--- src/rtl/wake_agg_pkg.sv ---
package wake_agg_pkg;

  typedef enum logic {
    ENTRY_POWERFAIL = 1'b0,
    ENTRY_SOFTWARE  = 1'b1
  } entry_mode_e;

endpackage

--- src/rtl/wake_sync.sv ---
module wake_sync #(
  parameter int unsigned WIDTH  = 6,
  parameter int unsigned STAGES = 2
) (
  input  logic             clk_i,
  input  logic             rst_ni,
  input  logic [WIDTH-1:0] async_i,
  output logic [WIDTH-1:0] sync_o
);

  logic [STAGES-1:0][WIDTH-1:0] stage_q;
  logic [STAGES-1:0][WIDTH-1:0] stage_d;

  always_comb begin
    stage_d[0] = async_i;
    for (int s = 1; s < STAGES; s++) begin
      stage_d[s] = stage_q[s-1];
    end
  end

  always_ff @(posedge clk_i or negedge rst_ni) begin
    if (!rst_ni) begin
      stage_q <= '0;
    end else begin
      stage_q <= stage_d;
    end
  end

  assign sync_o = stage_q[STAGES-1];

endmodule

--- src/rtl/wake_edge.sv ---
module wake_edge #(
  parameter int unsigned WIDTH = 12
) (
  input  logic             clk_i,
  input  logic             rst_ni,
  input  logic [WIDTH-1:0] level_i,
  output logic [WIDTH-1:0] rise_o
);

  logic [WIDTH-1:0] prev_q;

  always_ff @(posedge clk_i or negedge rst_ni) begin
    if (!rst_ni) begin
      prev_q <= '0;
    end else begin
      prev_q <= level_i;
    end
  end

  assign rise_o = level_i & ~prev_q;

endmodule

--- src/rtl/wake_sts_bank.sv ---
module wake_sts_bank #(
  parameter int unsigned WIDTH = 12
) (
  input  logic             clk_i,
  input  logic             rst_ni,
  input  logic [WIDTH-1:0] set_i,
  input  logic [WIDTH-1:0] clr_i,
  output logic [WIDTH-1:0] sts_o
);

  logic [WIDTH-1:0] sts_q;
  logic [WIDTH-1:0] sts_d;
  logic             sts_en;

  always_comb begin
    sts_en = (|set_i) | (|(clr_i & sts_q));
    sts_d  = (sts_q & ~clr_i) | set_i;
  end

  always_ff @(posedge clk_i or negedge rst_ni) begin
    if (!rst_ni) begin
      sts_q <= '0;
    end else if (sts_en) begin
      sts_q <= sts_d;
    end
  end

  assign sts_o = sts_q;

  AST_STS_STICKY: assert property (@(posedge clk_i) disable iff (!rst_ni)
    1'b1 |=> ((($past(sts_q) & ~$past(clr_i)) & ~sts_q) == '0));
  AST_SET_BEATS_CLEAR: assert property (@(posedge clk_i) disable iff (!rst_ni)
    1'b1 |=> (($past(set_i) & ~sts_q) == '0));

endmodule

--- src/rtl/wake_qualify.sv ---
module wake_qualify #(
  parameter int unsigned NUM_GPIO = 4,
  parameter int unsigned NUM_USB  = 2
) (
  input  logic                         clk_i,
  input  logic                         rst_ni,
  input  logic [NUM_GPIO+NUM_USB+5:0]  sts_i,
  input  logic [NUM_GPIO-1:0]          gpio_en_i,
  input  logic [NUM_USB-1:0]           usb_en_i,
  input  logic                         pme_en_i,
  input  logic                         pcie_dis_i,
  input  logic                         wol_ovr_i,
  input  wake_agg_pkg::entry_mode_e    mode_i,
  output logic                         wake_req_o
);

  localparam int unsigned NSRC     = NUM_GPIO + NUM_USB + 6;
  localparam int unsigned IDX_PWR  = 0;
  localparam int unsigned IDX_GPIO = 1;
  localparam int unsigned IDX_PCIE = NUM_GPIO + 1;
  localparam int unsigned IDX_LAN  = NUM_GPIO + 2;
  localparam int unsigned IDX_USB  = NUM_GPIO + 3;
  localparam int unsigned IDX_PME  = NUM_GPIO + NUM_USB + 3;
  localparam int unsigned IDX_RTC  = NUM_GPIO + NUM_USB + 4;
  localparam int unsigned IDX_FW   = NUM_GPIO + NUM_USB + 5;

  logic            sw_mode;
  logic [NSRC-1:0] qual;

  assign sw_mode = (mode_i == wake_agg_pkg::ENTRY_SOFTWARE);

  assign qual[IDX_PWR] = 1'b1;

  for (genvar g = 0; g < NUM_GPIO; g++) begin : g_gpio_qual
    assign qual[IDX_GPIO+g] = gpio_en_i[g] & sw_mode;
  end

  assign qual[IDX_PCIE] = ~pcie_dis_i & sw_mode;
  assign qual[IDX_LAN]  = sw_mode | wol_ovr_i;

  for (genvar u = 0; u < NUM_USB; u++) begin : g_usb_qual
    assign qual[IDX_USB+u] = usb_en_i[u] & sw_mode;
  end

  assign qual[IDX_PME] = pme_en_i & sw_mode;
  assign qual[IDX_RTC] = sw_mode;
  assign qual[IDX_FW]  = 1'b1;

  assign wake_req_o = |(sts_i & qual);

  AST_PWRBTN_ALWAYS: assert property (@(posedge clk_i) disable iff (!rst_ni)
    sts_i[IDX_PWR] |-> wake_req_o);
  AST_FW_ALWAYS: assert property (@(posedge clk_i) disable iff (!rst_ni)
    sts_i[IDX_FW] |-> wake_req_o);
  AST_POWERFAIL_MASK: assert property (@(posedge clk_i) disable iff (!rst_ni)
    (!sw_mode && !wol_ovr_i) |-> (wake_req_o == (sts_i[IDX_PWR] | sts_i[IDX_FW])));
  AST_WAKE_NEEDS_STS: assert property (@(posedge clk_i) disable iff (!rst_ni)
    wake_req_o |-> (|sts_i));

endmodule

--- src/rtl/softoff_wake_agg.sv ---
module softoff_wake_agg #(
  parameter int unsigned NUM_GPIO    = 4,
  parameter int unsigned NUM_USB     = 2,
  parameter int unsigned SYNC_STAGES = 2
) (
  input  logic                        clk_i,
  input  logic                        rst_ni,
  input  logic                        pwrbtn_ni,
  input  logic [NUM_GPIO-1:0]         gpio_i,
  input  logic                        pcie_wake_ni,
  input  logic                        lan_wake_i,
  input  logic [NUM_USB-1:0]          usb_wake_i,
  input  logic                        pme_i,
  input  logic                        rtc_alarm_i,
  input  logic                        fw_wake_i,
  input  logic                        sw_entry_i,
  input  logic                        hw_entry_i,
  input  logic [NUM_GPIO-1:0]         gpio_en_i,
  input  logic [NUM_USB-1:0]          usb_en_i,
  input  logic                        pme_en_i,
  input  logic                        pcie_dis_i,
  input  logic                        wol_ovr_i,
  input  logic [NUM_GPIO+NUM_USB+5:0] sts_clr_i,
  output logic [NUM_GPIO+NUM_USB+5:0] sts_o,
  output logic                        fw_wake_sts_o,
  output logic                        sw_entered_o,
  output logic                        wake_req_o
);

  import wake_agg_pkg::*;

  localparam int unsigned NSRC   = NUM_GPIO + NUM_USB + 6;
  localparam int unsigned NPIN   = NUM_GPIO + 2;
  localparam int unsigned NINT   = NUM_USB + 4;
  localparam int unsigned IDX_FW = NSRC - 1;

  // Reset: asserted asynchronously, released after two clock edges
  logic [1:0] rst_pipe_q;
  logic       rst_n;

  always_ff @(posedge clk_i or negedge rst_ni) begin
    if (!rst_ni) begin
      rst_pipe_q <= '0;
    end else begin
      rst_pipe_q <= {rst_pipe_q[0], 1'b1};
    end
  end

  assign rst_n = rst_pipe_q[1];

  // Pins, normalised to active high: power button, GPIOs, PCIe wake
  logic [NPIN-1:0] pin_raw;
  logic [NPIN-1:0] pin_sync;
  logic [NINT-1:0] int_raw;
  logic [NSRC-1:0] level_all;
  logic [NSRC-1:0] set_vec;
  logic [NSRC-1:0] sts;

  assign pin_raw = {~pcie_wake_ni, gpio_i, ~pwrbtn_ni};
  assign int_raw = {fw_wake_i, rtc_alarm_i, pme_i, usb_wake_i, lan_wake_i};

  wake_sync #(
    .WIDTH  (NPIN),
    .STAGES (SYNC_STAGES)
  ) u_pin_sync (
    .clk_i   (clk_i),
    .rst_ni  (rst_n),
    .async_i (pin_raw),
    .sync_o  (pin_sync)
  );

  assign level_all = {int_raw, pin_sync};

  wake_edge #(
    .WIDTH (NSRC)
  ) u_edge (
    .clk_i   (clk_i),
    .rst_ni  (rst_n),
    .level_i (level_all),
    .rise_o  (set_vec)
  );

  wake_sts_bank #(
    .WIDTH (NSRC)
  ) u_sts (
    .clk_i  (clk_i),
    .rst_ni (rst_n),
    .set_i  (set_vec),
    .clr_i  (sts_clr_i),
    .sts_o  (sts)
  );

  // Entry-mode flag
  entry_mode_e mode_q;
  entry_mode_e mode_d;
  logic        mode_en;

  always_comb begin
    mode_en = sw_entry_i | hw_entry_i;
    mode_d  = hw_entry_i ? ENTRY_POWERFAIL : ENTRY_SOFTWARE;
  end

  always_ff @(posedge clk_i or negedge rst_n) begin
    if (!rst_n) begin
      mode_q <= ENTRY_POWERFAIL;
    end else if (mode_en) begin
      mode_q <= mode_d;
    end
  end

  wake_qualify #(
    .NUM_GPIO (NUM_GPIO),
    .NUM_USB  (NUM_USB)
  ) u_qual (
    .clk_i      (clk_i),
    .rst_ni     (rst_n),
    .sts_i      (sts),
    .gpio_en_i  (gpio_en_i),
    .usb_en_i   (usb_en_i),
    .pme_en_i   (pme_en_i),
    .pcie_dis_i (pcie_dis_i),
    .wol_ovr_i  (wol_ovr_i),
    .mode_i     (mode_q),
    .wake_req_o (wake_req_o)
  );

  assign sts_o         = sts;
  assign fw_wake_sts_o = sts[IDX_FW];
  assign sw_entered_o  = (mode_q == ENTRY_SOFTWARE);

  AST_ENTRY_SW_SETS: assert property (@(posedge clk_i) disable iff (!rst_n)
    (sw_entry_i && !hw_entry_i) |=> sw_entered_o);
  AST_ENTRY_HW_WINS: assert property (@(posedge clk_i) disable iff (!rst_n)
    hw_entry_i |=> !sw_entered_o);
  AST_ENTRY_HOLDS: assert property (@(posedge clk_i) disable iff (!rst_n)
    (!sw_entry_i && !hw_entry_i) |=> $stable(sw_entered_o));

endmodule

--- config.mk ---
export PLATFORM = sky130hd
export DESIGN_NAME = softoff_wake_agg
export DESIGN_NICKNAME = d
export VERILOG_FILES = /design/src/rtl/wake_agg_pkg.sv /design/src/rtl/wake_sync.sv /design/src/rtl/wake_edge.sv /design/src/rtl/wake_sts_bank.sv /design/src/rtl/wake_qualify.sv /design/src/rtl/softoff_wake_agg.sv
export SDC_FILE = /design/constraint.sdc
export NUM_CORES = 1
export LEC_CHECK = 0
export ABC_AREA = 1
export BUFFER_PORTS_ARGS = -buffer_cell sky130_fd_sc_hd__buf_2
export CAP_MARGIN = 20
export CORE_ASPECT_RATIO = 0.6
export CORE_MARGIN = 2
export CORE_UTILIZATION = 25
export CTS_CLUSTER_DIAMETER = 100
export DETAILED_ROUTE_END_ITERATION = 8
export SYNTH_ARGS = -nofsm -noshare
export SYNTH_HDL_FRONTEND = slang
export SYNTH_SLANG_ARGS = --single-unit
--- constraint.sdc ---
create_clock -name clk_i -period 1.2 [get_ports clk_i]
set_clock_uncertainty 0.05 [all_clocks]
set_input_delay 0.36 -clock clk_i [delete_from_list [all_inputs] [get_ports clk_i]]
set_output_delay 0.36 -clock clk_i [all_outputs]
set_load 0.005 [all_outputs]
Yosys cells after proc, flatten, opt, wreduce, memory -nomap -nowiden
Cells that the tools add are included.
Operators by class
  add/subtract/negate cells: 0
  multipliers: 0
  div/mod/pow operators: 0
  order comparisons: 0
  eq/ne operators: 0
  shift-type cells: 0
  multiplexer cells: 1
  bitwise gates (word level): 21
  reduce and logical (&&, ||, !) cells: 3
Operator list (count)
  12-bit AND: 4
  12-bit OR reduction: 3
  12-bit NOT: 2
  12-bit OR: 1
  1-bit AND: 8
  1-bit NOT: 3
  1-bit OR: 3
  1-bit two-way mux: 1
Word-level totals
  bits in registers: 39
  bits in latches: 0
  bits in writable memories: 0
  ROM bits: 0
  output and inout bits: 15
  word-level logic and storage cells: 31
  memories: 0

Depth between registers and ports, before layout
  depth after elaboration: 4
  depth in mapped cells: 5
  depth with buffers taken out: 5

Modules after synthesis
Synthesis repeated with hierarchy kept, for this count alone.
Unflattened totals
  cell total of the unflattened synthesis: 139
  area, all modules: 1413.9 um^2
By module, submodules not included
  wake_sts_bank: instances 1, cells an instance 60, area each 480.5 um^2, sequential area each 300.3 um^2
  wake_edge: instances 1, cells an instance 36, area each 420.4 um^2, sequential area each 300.3 um^2
  wake_sync: instances 1, cells an instance 12, area each 300.3 um^2, sequential area each 300.3 um^2
  wake_qualify: instances 1, cells an instance 22, area each 111.4 um^2, sequential area each 0.0 um^2
  softoff_wake_agg: instances 1, cells an instance 9, area each 101.3 um^2, sequential area each 75.1 um^2

Least setup slack after synthesis
OpenSTA, ideal clock, no wires.
  path kind: reg2out
  start: register mode_q (netlist: sw_entered_o)
  end: output port wake_req_o
  arrival: 0.811 ns
  data required time: 0.790 ns
  path slack: -0.021 ns
  stages on the path, launching flop included: 6
  buffers on the path: 1
  cell sequence: dfrtp_1 > buf_6 > nand3_1 > nand2_1 > nor2_1 > nand3_1
Between the ends
  longest elaborated chain between the ends: 3
  elaborated cells on any way between the ends: 11
RTL lines
  start, declared: line softoff_wake_agg.sv:94  | entry_mode_e mode_q;
  start signal, assigned: line softoff_wake_agg.sv:107  | mode_q <= mode_d;
  1-bit AND (tied with other cells): line wake_qualify.sv:35  | assign qual[IDX_GPIO+g] = gpio_en_i[g] & sw_mode;
  12-bit AND *: line wake_qualify.sv:49  | assign wake_req_o = |(sts_i & qual);
  12-bit OR reduction *: line wake_qualify.sv:49
  end, declared: line softoff_wake_agg.sv:27  | output logic wake_req_o
Every way passes the cells marked *; elsewhere a longest branch is shown, timed or not.

Final worst setup path
Same ends and word-level chain as after synthesis.

==> results.toml <==
[timing]
fmaxAchievable_mhz = 586.6
sum_neg_setup_slack_ps = -2192
slew_viol_final = 0
portion_of_the_clock_cycle_consumed_by_the_worst_path_in_the_final_layout = 1.421
final-hold-violation-count = 0
setup_viol_count_final = 15
setup_repair_after_global_routing_missed_its_margin = "true"
postLayoutSetupSlackWorst_ps = -504.9
final_period_minus_worst_setup_slack_ps = 1705

[layout]
layout.cells.most_common = "sky130_fd_sc_hd__buf_2"
num-fill-cells = 493
layout.core_utilization = 0.3998
multi_input_comb_area_um2 = 203.9
antenna_cells_inserted = 0
final_layout_size_suffix_gt1_frac = 0.4689
final_nets = 213
layout-area-overhead-vs-synth_pct = 56.31
ff_latch_area_um2 = 977.2
layout.cells.most_common_list = "sky130_fd_sc_hd__buf_2, sky130_fd_sc_hd__dfrtp_1, sky130_fd_sc_hd__inv_1"

[critical_path]
critPathMaxStageDelay_ps = 420
critical_path_arrival_ps = 1290
critPathRequiredTime_ps = 790
reg2regPathDepth = 3
crit_slowest_cell = "sky130_fd_sc_hd__dfrtp_1"
r2r_path_start = "sw_entered_o$_DFFE_PN0P_"
timing.critical_path.max_delay_family = "flip-flops"
crit_path_end_kind = "output pin"
reg2reg_slack_ps = 340
critical_path.max_fanout = 11
crit_top_cell = "sky130_fd_sc_hd__nand3_1"
regToRegEndpoint = "sw_entered_o$_DFFE_PN0P_"
crit_buf_inv = 2
cp_cell_sequence = "buf_12 -> nand3_1 -> nand2_1 -> nor2_2 -> nand3_1 -> buf_2"
startpoint_type = "register"
setup.worst_path.class = "register to output pin"

[synthesis]
syn_area_per_cell_um2 = 12.43
synth_warnings = 0
ys_seq_elements = 39
yosys.area_share.xor_xnor = 0
synthMuxAreaShare = 0
main_combinational_cell_family_by_area_after_synthesis = "buffers and inverters"
ys_seq_area_frac = 0.7625
mappedNetlistNets = 140
share_of_synthesized_cell_area_in_full_adder_half_adder_and_majority_cells = 0
post_synth_inst_count = 103
synth_compound_area_frac = 0.06256
mappedNetlistArea_um2 = 1280
synth_simple_gate_area_share = 0.07820
distinct_cell_type_count_of_the_synthesized_netlist = 11

[hold_path]
whs_endpoint = "u_pin_sync.stage_d[7]$_DFF_PN0_"
holdCritStartpoint = "gpio_i[0]"
hold_path_class = "input port to register"
min_delay_path_depth = 1

[grt]
largest_net_degree_at_the_start_of_global_routing = 25
grt.overflow.total = 0
grt_pass1_wl_um = 4540
grt_pass1_vias = 1009
global_route.usage.total = 0.1119
antenna_found_initial = 0

[drt]
avg_vias_per_cell = 3.885
post-route-drc-count = 0
num_vias = 944
detail_route.iter0.violations = 45
detail_route.wirelength_um = 2763
wire_per_inst_um = 11.37
ant_nets = 0
drt_pre_antenna_iters = 4

[pwr]
vdd_drop_max_v = 0.0007287
power_per_cell_area_nw_per_um2 = 1487
p_leak_nw = 1.053
power.total_mw = 2.975

[die]
core_region_area_um2 = 5005
row_count = 20
die_y_um = 59.43
die-width_um = 96.38
dieArea_um2 = 5727
floorplan.initialDensity = 0.2558
io_pins = 52

[status]
run_status = "finished, violations left"
violations = "negative setup slack"

[clocking]
numClockSinks = 39
tritoncts = "built"
path_clk_slew_ps = 80
clock-root-buffer = "sky130_fd_sc_hd__clkbuf_8"
cts_buffers = 5
cts-htree-levels = 2
clock_buffer_depth = 2
worstSkewPairLatency_ps = 290

[place]
finalWeightedCongestion = 0.7110
detailedPlace.worstSlack_ps = -237.1
numPortBuffers = 51
hpwlAfterDp_um = 2090

[run]
maxCapViolCount = 0
sequential cells by signal, summed over array words and instances, names as in the netlist:
name,cells
u_pin_sync.sync_o,6
u_pin_sync.stage_d,6
u_sts.sts_o,12
sw_entered_o,1
rst_pipe_q,2
u_edge.prev_q,12
cells by family (layout without fill, tap and decap cells):
kind of cell	Yosys count	after routing
other cells	1	1
compound gates	13	13
buf+inv	29	103
flops	39	39
simple gates	21	21
how the worst max path moves through the flow:
stage	end	start	cells after the start	slack, ps
3_3_place_gp	wake_req_o	wol_ovr_i	6	-230
2_1_floorplan	wake_req_o	sw_entered_o$_DFFE_PN0P_	5	-20
5_1_grt	wake_req_o	sw_entered_o$_DFFE_PN0P_	6	-600
6_report	wake_req_o	sw_entered_o$_DFFE_PN0P_	6	-500
3_5_place_dp	wake_req_o	wol_ovr_i	6	-240
4_1_cts	wake_req_o	sw_entered_o$_DFFE_PN0P_	5	-540
metrics by stage:
stage	cells	hold slack [ps]	area, um^2
2_1_floorplan	103	14.41	1296
3_3_place_gp	234	98.14	1748
3_5_place_dp	234	101.4	1748
4_1_cts	243	105.3	1998
5_1_grt	243	103.1	2001
6_report	243	119.0	2001
metal layers:
metal	vias to the layer above	track usage	part of all wire
li1	466	-	-
met1	441	0.1543	0.48
met2	34	0.1567	0.43
met3	3	0.04707	0.085
met4	0	0.04225	0.0076
met5	-	0	0
repair_timing:
item,CTS,global route
pin swaps,1,0
endpoints found under the setup margin,15,15
resized for setup,24,8
cloned,0,0
hold buffers,1,0
hold endpoints to repair,2,0
buffers inserted,4,6
layout make-up:
| type | count | share of cell area |
|---|---|---|
| clock inverters | 2 | 0.01939 |
| inverters | 27 | 0.05066 |
| repair buffers | 68 | 0.2570 |
| clock buffers | 6 | 0.04128 |
| well taps | 66 | 0.04128 |
| multi-input cells | 35 | 0.1019 |
| flip-flops and latches | 39 | 0.4884 |
cell usage after synthesis:
cell,n,area share
sky130_fd_sc_hd__o21ai_0,1,0.0039
sky130_fd_sc_hd__buf_4,1,0.0059
sky130_fd_sc_hd__inv_1,27,0.079
sky130_fd_sc_hd__buf_6,1,0.0088
sky130_fd_sc_hd__o22ai_1,12,0.059
sky130_fd_sc_hd__nand3_2,2,0.016
sky130_fd_sc_hd__dfrtp_1,39,0.76
sky130_fd_sc_hd__nand3_1,7,0.027
sky130_fd_sc_hd__nand2_1,7,0.021
sky130_fd_sc_hd__conb_1,1,0.0029
sky130_fd_sc_hd__nor2_1,5,0.015
report_power, final:
group          switching, mW  internal [mW]  leakage, nW
sequential            0.0437           1.40        0.460
clock                  0.468          0.684       0.0618
combinational          0.151          0.233        0.531
total                  0.662           2.31         1.05
(Power assumes the default switching activity.)
